File: src/rtl/lkarb_pkg.sv
package lkarb_pkg;
  typedef struct packed {
    logic load;   // capture the new pick into the grant register
    logic clear;  // drop the grant
  } arbStrobe_t;

  typedef enum logic [1:0] {
    MODE_RR     = 2'd0,
    MODE_FWD    = 2'd1,
    MODE_REV    = 2'd2,
    MODE_RR_ALT = 2'd3
  } arbMode_t;
endpackage

File: src/rtl/arbCtrl.sv
module arbCtrl
  import lkarb_pkg::*;
(
  input  logic       clk,
  input  logic       rstN,
  input  logic       anyReq,
  input  logic       doneIn,
  output arbStrobe_t strb
);
  typedef enum logic {ST_FREE, ST_HELD} ctrlState_t;
  ctrlState_t stateQ, stateD;

  always_comb begin
    stateD = stateQ;
    strb = '0;
    if (stateQ == ST_FREE || doneIn) begin
      if (anyReq) begin
        strb.load = 1'b1;
        stateD = ST_HELD;
      end else begin
        strb.clear = 1'b1;
        stateD = ST_FREE;
      end
    end
  end

  always_ff @(posedge clk) begin
    if (!rstN) stateQ <= ST_FREE;
    else       stateQ <= stateD;
  end

  AST_FREE_STAYS: assert property (@(posedge clk) disable iff (!rstN)
    (stateQ == ST_FREE && !anyReq) |=> (stateQ == ST_FREE));
  AST_HELD_NO_STROBE: assert property (@(posedge clk) disable iff (!rstN)
    (stateQ == ST_HELD && !doneIn) |=> ($past(strb) == '0));
endmodule

File: src/rtl/arbPath.sv
module arbPath
  import lkarb_pkg::*;
#(
  parameter int NUM_REQ = 5
) (
  input  logic               clk,
  input  logic               rstN,
  input  logic [NUM_REQ-1:0] reqVec,
  input  logic [1:0]         mode,
  input  arbStrobe_t         strb,
  output logic               anyReq,
  output logic [NUM_REQ-1:0] grantVec
);
  localparam int IDX_W = (NUM_REQ > 1) ? $clog2(NUM_REQ) : 1;

  logic [NUM_REQ-1:0] fwdOh, revOh, rrOh, pickOh, grantQ;
  logic [IDX_W-1:0]   lastIdx, pickIdx;
  logic               fwdFound, revFound, rrFound;

  assign anyReq = |reqVec;

  always_comb begin
    fwdOh = '0;
    fwdFound = 1'b0;
    for (int i = 0; i < NUM_REQ; i++) begin
      if (!fwdFound && reqVec[i]) begin
        fwdOh[i] = 1'b1;
        fwdFound = 1'b1;
      end
    end
  end

  always_comb begin
    revOh = '0;
    revFound = 1'b0;
    for (int i = NUM_REQ - 1; i >= 0; i--) begin
      if (!revFound && reqVec[i]) begin
        revOh[i] = 1'b1;
        revFound = 1'b1;
      end
    end
  end

  always_comb begin
    rrOh = '0;
    rrFound = 1'b0;
    for (int off = 0; off < NUM_REQ; off++) begin
      int cand;
      cand = (int'(lastIdx) + 1 + off) % NUM_REQ;
      if (!rrFound && reqVec[IDX_W'(cand)]) begin
        rrOh[IDX_W'(cand)] = 1'b1;
        rrFound = 1'b1;
      end
    end
  end

  always_comb begin
    case (arbMode_t'(mode))
      MODE_FWD: pickOh = fwdOh;
      MODE_REV: pickOh = revOh;
      default:  pickOh = rrOh;
    endcase
    pickIdx = '0;
    for (int i = 0; i < NUM_REQ; i++) begin
      if (pickOh[i]) pickIdx = IDX_W'(i);
    end
  end

  always_ff @(posedge clk) begin
    if (!rstN) begin
      grantQ  <= '0;
      lastIdx <= IDX_W'(NUM_REQ - 1);
    end else if (strb.clear) begin
      grantQ <= '0;
    end else if (strb.load) begin
      grantQ  <= pickOh;
      lastIdx <= pickIdx;
    end
  end

  assign grantVec = grantQ;

  AST_GRANT_ONEHOT: assert property (@(posedge clk) disable iff (!rstN)
    $onehot0(grantVec));
  AST_GRANT_TO_REQ: assert property (@(posedge clk) disable iff (!rstN)
    strb.load |=> (grantVec != '0) && ((grantVec & ~$past(reqVec)) == '0));
  AST_FWD_ORDER: assert property (@(posedge clk) disable iff (!rstN)
    (strb.load && mode == MODE_FWD) |=>
      (($past(reqVec) & (grantVec - NUM_REQ'(1))) == '0));
  AST_REV_ORDER: assert property (@(posedge clk) disable iff (!rstN)
    (strb.load && mode == MODE_REV) |=>
      (($past(reqVec) & ~(grantVec | (grantVec - NUM_REQ'(1)))) == '0));
endmodule

File: src/rtl/lookup_arbiter.sv
module lookup_arbiter
  import lkarb_pkg::*;
#(
  parameter int NUM_REQ = 5
) (
  input  logic               clk,
  input  logic               rstN,
  input  logic [NUM_REQ-1:0] reqVec,
  input  logic [1:0]         mode,
  input  logic               doneIn,
  output logic [NUM_REQ-1:0] grantVec,
  output logic               grantValid
);
  arbStrobe_t strb;
  logic       anyReq;

  arbCtrl u_ctrl (
    .clk    (clk),
    .rstN   (rstN),
    .anyReq (anyReq),
    .doneIn (doneIn),
    .strb   (strb)
  );

  arbPath #(.NUM_REQ(NUM_REQ)) u_path (
    .clk      (clk),
    .rstN     (rstN),
    .reqVec   (reqVec),
    .mode     (mode),
    .strb     (strb),
    .anyReq   (anyReq),
    .grantVec (grantVec)
  );

  assign grantValid = |grantVec;

  AST_HOLD_GRANT: assert property (@(posedge clk) disable iff (!rstN)
    (grantValid && !doneIn) |=> $stable(grantVec));
  AST_IDLE_NO_REQ: assert property (@(posedge clk) disable iff (!rstN)
    ((!grantValid || doneIn) && reqVec == '0) |=> !grantValid);
  AST_HANDOVER: assert property (@(posedge clk) disable iff (!rstN)
    (grantValid && doneIn && reqVec != '0) |=> grantValid);
endmodule

File: config.mk
export PLATFORM = sky130hd
export DESIGN_NAME = lookup_arbiter
export DESIGN_NICKNAME = d
export VERILOG_FILES = /design/src/rtl/lkarb_pkg.sv /design/src/rtl/arbCtrl.sv /design/src/rtl/arbPath.sv /design/src/rtl/lookup_arbiter.sv
export SDC_FILE = /design/constraint.sdc
export NUM_CORES = 1
export LEC_CHECK = 0
export CORE_AREA = 5 5 97 77
export DETAILED_ROUTE_END_ITERATION = 8
export DIE_AREA = 0 0 102 82
export PLACE_DENSITY = 0.79
export SETUP_SLACK_MARGIN = 0.1
export SLEW_MARGIN = 0
export SYNTH_ARGS = -nofsm -noshare
export SYNTH_HDL_FRONTEND = slang
export SYNTH_SLANG_ARGS = --single-unit
File: constraint.sdc
create_clock -name clk -period 6.9 [get_ports clk]
set_input_delay 1.38 -clock clk [delete_from_list [all_inputs] [get_ports clk]]
set_output_delay 1.38 -clock clk [all_outputs]
set_load 0.01 [all_outputs]
Word level (Yosys, flattened, before mapping)
Index checks and enable logic that the tools add are counted.

storage, ports and cells
  flip-flop bits (word level) = 9
  word-level logic and storage cells = 124
  bits of input ports = 10

operators by class
  equal/unequal tests = 2
  div/mod/pow operators = 5
  reduce and logical (&&, ||, !) cells = 34
  bitwise logic cells = 7
  multiplexer cells = 58
  order comparisons = 10
  add/subtract/negate cells = 5

operators by type and width
  operator               number
  $mod 32x4->32 const B  5
  $add 32x3->32 const B  2
  $mux 1                 38
  $add 32x2->32 const B  1
  $add 32x4->32 const B  1
  $lt 3x5->1 const B     5
  $mux 5                 5
  $or 5x5->5             4
  $logic_and 1x1->1      17
  $bmux 1 s3             5
  $demux 1 s3            5
  $ge 3x1->1 const B     5
  $logic_not 1->1        12
  $pmux 5 s2             1
  $reduce_or 5->1        2
  $mux 2                 3
  $add 3x1->4 const B    1
  $mux 3                 1
  $not 1->1              3
  $eq 2x1->1 const B     1
  $eq 2x2->1 const B     1
  $reduce_and 2->1       1
  $reduce_or 2->1        1
  $logic_or 1x1->1       1

Depth between registers and ports, before layout
  word-level depth = 23
  gate-level depth with buffers = 30
  depth with buffers taken out = 28

Hierarchy
A second synthesis with hierarchy kept.

unflattened totals
  cells, all modules = 486
  area, all modules = 3418.3 sq um

modules (own cells, without submodules)
  module          area each (sq um)  cells an instance  sequential area each (sq um)  instances
  arbPath         3354.5             478                160.2                         1
  arbCtrl         51.3               5                  20.0                          1
  lookup_arbiter  12.5               3                  0.0                           1

Worst setup path before layout
Ideal clock, no wire load.

  path type = reg-to-reg
  start point = register u_path.lastIdx[0]
  end point = register u_path.grantQ[1], in the netlist u_path.grantVec[1]
  period minus slack after synthesis = 6668 ps
  cell stages (with the launch flop) = 31
  slack = 232 ps
  required time = 6830 ps
  arrival time = 6598 ps
  setup time = 70 ps
  cell sequence = dfxtp_1 -> buf_4 -> inv_1 -> clkbuf_1 -> ha_1 -> ha_1 -> buf_2 -> nand3b_1 -> a31oi_1 -> inv_2 -> ha_1 -> nor4bb_1 -> a221oi_1 -> nand3_1 -> ha_1 -> o21ai_0 -> and4_1 -> nor2_1 -> ha_1 -> nor2b_1 -> o22a_1 -> o21ai_1 -> a2111oi_0 -> a211o_1 -> nor4_1 -> o31a_1 -> nand4_1 -> or4b_1 -> a31oi_1 -> nand2_1 -> a21boi_1

between the ends
  cells in the longest elaborated chain, start to end = 19
  elaborated cells on any way between the ends = 72
  those cells by class = add/sub: 5; div: 5; order compare: 10; mux: 35; bitwise: 4; reduce/logical: 13

RTL lines
  element                                                 line           text
  start: declaration                                      arbPath.sv:17  logic [IDX_W-1:0] lastIdx, pickIdx;
  start signal: assignment                                arbPath.sv:72  lastIdx <= IDX_W'(NUM_REQ - 1);
  start signal: assignment                                arbPath.sv:77  lastIdx <= pickIdx;
  $add 3x1->4 *                                           arbPath.sv:49  cand = (int'(lastIdx) + 1 + off) % NUM_REQ;
  branches (longest 16 deep; another with $add 32x2->32)  --
  $mux 5 *                                                arbPath.sv:50  if (!rrFound && reqVec[IDX_W'(cand)]) begin
  $pmux 5 s2 *                                            arbPath.sv:58  case (arbMode_t'(mode))
  end signal: assignment                                  arbPath.sv:76  grantQ <= pickOh;
  end: declaration                                        arbPath.sv:16  logic [NUM_REQ-1:0] fwdOh, revOh, rrOh, pickOh, grantQ;

Mark *: on every way between the ends. The select of a mux whose other input is x is not followed.
A chain may end at the register's enable or synchronous reset.

Worst setup path after layout
  start point = register u_path.lastIdx[1]
  end point = register u_path.lastIdx[0]

between the ends
  cells in the longest elaborated chain, start to end = 23
  elaborated cells on any way between the ends = 76
  those cells by class = add/sub: 5; div: 5; order compare: 10; mux: 39; bitwise: 4; reduce/logical: 13

RTL lines
  element                                                 line           text
  $add 3x1->4 *                                           arbPath.sv:49
  branches (longest 16 deep; another with $add 32x2->32)  --
  $mux 5 *                                                arbPath.sv:50
  $pmux 5 s2 *                                            arbPath.sv:58
  $mux 1                                                  arbPath.sv:65  if (pickOh[i]) pickIdx = IDX_W'(i);
  $mux 2 (2 in series)                                    arbPath.sv:65
  $mux 3 *                                                arbPath.sv:65

Marked as above.

==> results.json <==
{
  "tightest_slew_ns": 0.604,
  "crit_required_ns": 7.06,
  "criticalPathCategory": "flop to flop",
  "async_flop_share_pct": 0,
  "finalHoldViolCount": 0,
  "synth_area_um2": 3520,
  "cp_max_fo": 10,
  "syn_to_final_growth_pct": 8.95,
  "numClockSinks": 9,
  "diodes": 0,
  "tns_ns": 0,
  "max_freq_mhz": 154,
  "cts_buffer_depth": 2,
  "multiInputGateArea_um2": 3110,
  "postRouteAntennaNets": 0,
  "synth.net_count": 544,
  "synth_edf_count": 0,
  "routed_wl_um": 10100,
  "ys_seq_area_share_pct": 5.12,
  "status": "complete, no violations",
  "start_util_pct": 54.4,
  "gp_congestion": 1.00,
  "grt_max_degree": 35,
  "grt_pass1_wl_um": 16300,
  "drc": 0,
  "worstPathArrival_ns": 6.66,
  "dr.pass1.iters": 5,
  "start_kind": "flop",
  "fin_crit_sh_pct": 94.2,
  "drtIter0Drc": 295,
  "grtUsageTotal_pct": 23.7,
  "post_drt_via_cell_ratio": 6.57,
  "yosys_warnings": 0,
  "worst_clock_skew_ns": 0.00193,
  "max_slew_margin_pct": 59.6,
  "netlist_instances": 491,
  "endpoint_kind": "flop",
  "layout.nets": 551,
  "synthTopCellsByArea": "ha_1 (15%), dfxtp_1 (5.1%), nand2_1 (4.8%)",
  "die_w_um": 102,
  "cts_hold_buf": 0,
  "nFillCells": 570,
  "cts_tree": "built",
  "io_pins": 16,
  "antenna_found_initial": 0,
  "fin_crit_ns": 6.50,
  "die_h_um": 82,
  "rows": 26,
  "syn_area_per_cell_um2": 7.17,
  "clockRootBuffer": "clkbuf_8",
  "port_buffers": 15,
  "yosysTopAreaCellShare_pct": 15.3,
  "slew_viol_final": 0,
  "cts_buffers": 3,
  "synth_seq_cells": 9,
  "yosysTopAreaCell": "ha_1",
  "rsz0062_at_grt": "false",
  "hold_path.class": "flop to flop",
  "wl_per_cell_um": 17.3,
  "vias": 3818,
  "clk_latency_ns": 0.23,
  "core-area_um2": 6470,
  "grt_pass1_vias": 3468,
  "post-dp-hpwl_um": 7580,
  "drv_cap": 0,
  "path_clk_slew_ns": 0.04,
  "synth_flop_cell": "dfxtp_1",
  "setup_viol_count_final": 0,
  "synthDistinctLibCells": 90,
  "htreeDepth": 1,
  "layout-drive-gt1-share_pct": 11.5,
  "dieArea_um2": 8360,
  "seq_area_um2": 183,
  "overflow": 0
}
[Yosys cell counts (7+ instances only)]
master and instances:
mux2i_1 10, a21oi_1 28, nor3_1 16, nand2_1 45, buf_2 10, nor2_1 36
nor2b_1 11, clkbuf_1 11, a31oi_1 7, inv_1 31, ha_1 43, and3_1 7
nand3_1 15, o21ai_0 22, xnor2_1 13, dfxtp_1 9, a211o_1 7, nand2b_1 12
[cell type report]
cell class	instances	share of cell area [%]
Multi-Input combinational cell	420	81.1
Timing Repair Buffer	29	6.75
Sequential cell	9	4.76
Inverter	35	3.49
Tap cell	84	2.74
Clock buffer	4	1.17
[state kept, by name, indices dropped and copies added (netlist names)]
register,cells
u_path.grantVec,5
u_ctrl.stateQ,1
u_path.lastIdx,3
[critical path: stages (launching register included)]
cell and delay (ns):
dfxtp_2 0.42, ha_1 0.30, xor2_4 0.17, ha_2 0.32, a21bo_2 0.32, a31oi_4 0.26
inv_2 0.10, ha_2 0.23, nor4bb_1 0.16, a221oi_1 0.32, nand3_1 0.19, ha_1 0.30
o21ai_2 0.19, and4_1 0.24, nor2_2 0.07, ha_1 0.23, nor2b_1 0.14, o22a_1 0.18
o21a_1 0.18, o211ai_1 0.17, nand3_1 0.18, nor4_1 0.33, o31a_1 0.22, nand4_1 0.19
or4b_1 0.58, a31oi_1 0.21, nand2_1 0.09, a21oi_1 0.14
[layout by cell type, fill, tap and decap left out, types with 7 or more instances in the layout]
cell             netlist  routed
nor2_1                36      35
a211o_1                7       7
dfxtp_1                9       7
and3_1                 7       7
a21oi_1               28      28
clkdlybuf4s50_1        0      15
buf_4                  2      13
nand3_1               15      15
inv_1                 31      31
nor3_1                16      16
o21ai_0               22      20
ha_1                  43      41
nand2b_1              12      12
mux2i_1               10      10
xnor2_1               13      12
nor2b_1               11      11
nand2_1               45      45
[cells by family (layout without fill, tap and decap cells)]
logic type | Yosys count | in the layout | share of synthesized area (%)
and+or+nand+nor | 192 | 192 | 29.4
DFF | 9 | 9 | 5.12
buffers and inverters | 62 | 68 | 8.10
muxes | 14 | 14 | 4.12
AOI/OAI and AO/OA | 153 | 153 | 33.0
xor gates and xnor gates | 18 | 18 | 5.01
adders and majority gates | 43 | 43 | 15.3
[final timing paths]
path	from	endpoint	slack [ns]	cells after the start
worst min register to register	u_path.grantVec[1]	u_path.grantVec[1]	0.47	2
worst max-delay path	u_path.lastIdx[1]	u_path.lastIdx[0]	0.40	27
worst max register to register	u_path.lastIdx[1]	u_path.lastIdx[0]	0.40	27
worst min-delay path	u_path.grantVec[1]	u_path.grantVec[1]	0.47	2
[per-layer routing]
| metal | global-route usage [%] | share of wire [%] | vias up |
|---|---|---|---|
| met3 | 3.48 | 8.6 | 38 |
| met1 | 32.7 | 45 | 1749 |
| met2 | 38.1 | 44 | 186 |
| met5 | 0 | 0 | - |
| met4 | 6.95 | 2.7 | 0 |
| li1 | - | - | 1845 |
[through the flow]
stage	hold WS [ns]	instances	worst slack, ns	instance area [um^2]	util [%]
6_report	0.475	581	0.400	3840	59.3
3_3_place_gp	0.469	575	0.441	3720	57.4
2_1_floorplan	0.487	491	0.232	3520	-
5_1_grt	0.506	581	0.0603	3840	59.3
3_5_place_dp	0.468	575	0.104	3720	57.4
4_1_cts	0.472	579	0.112	3770	58.2
[repair_timing]
action / CTS / global route
endpoints found under the setup margin: 2 / 6
gates resized for setup: 1 / 17
pin swaps: 0 / 2
setup buffers: 0 / 2
Power is left out: the tool's default activity adds up to more than one toggle a clock period on the data nets, which glitch-free logic cannot reach.
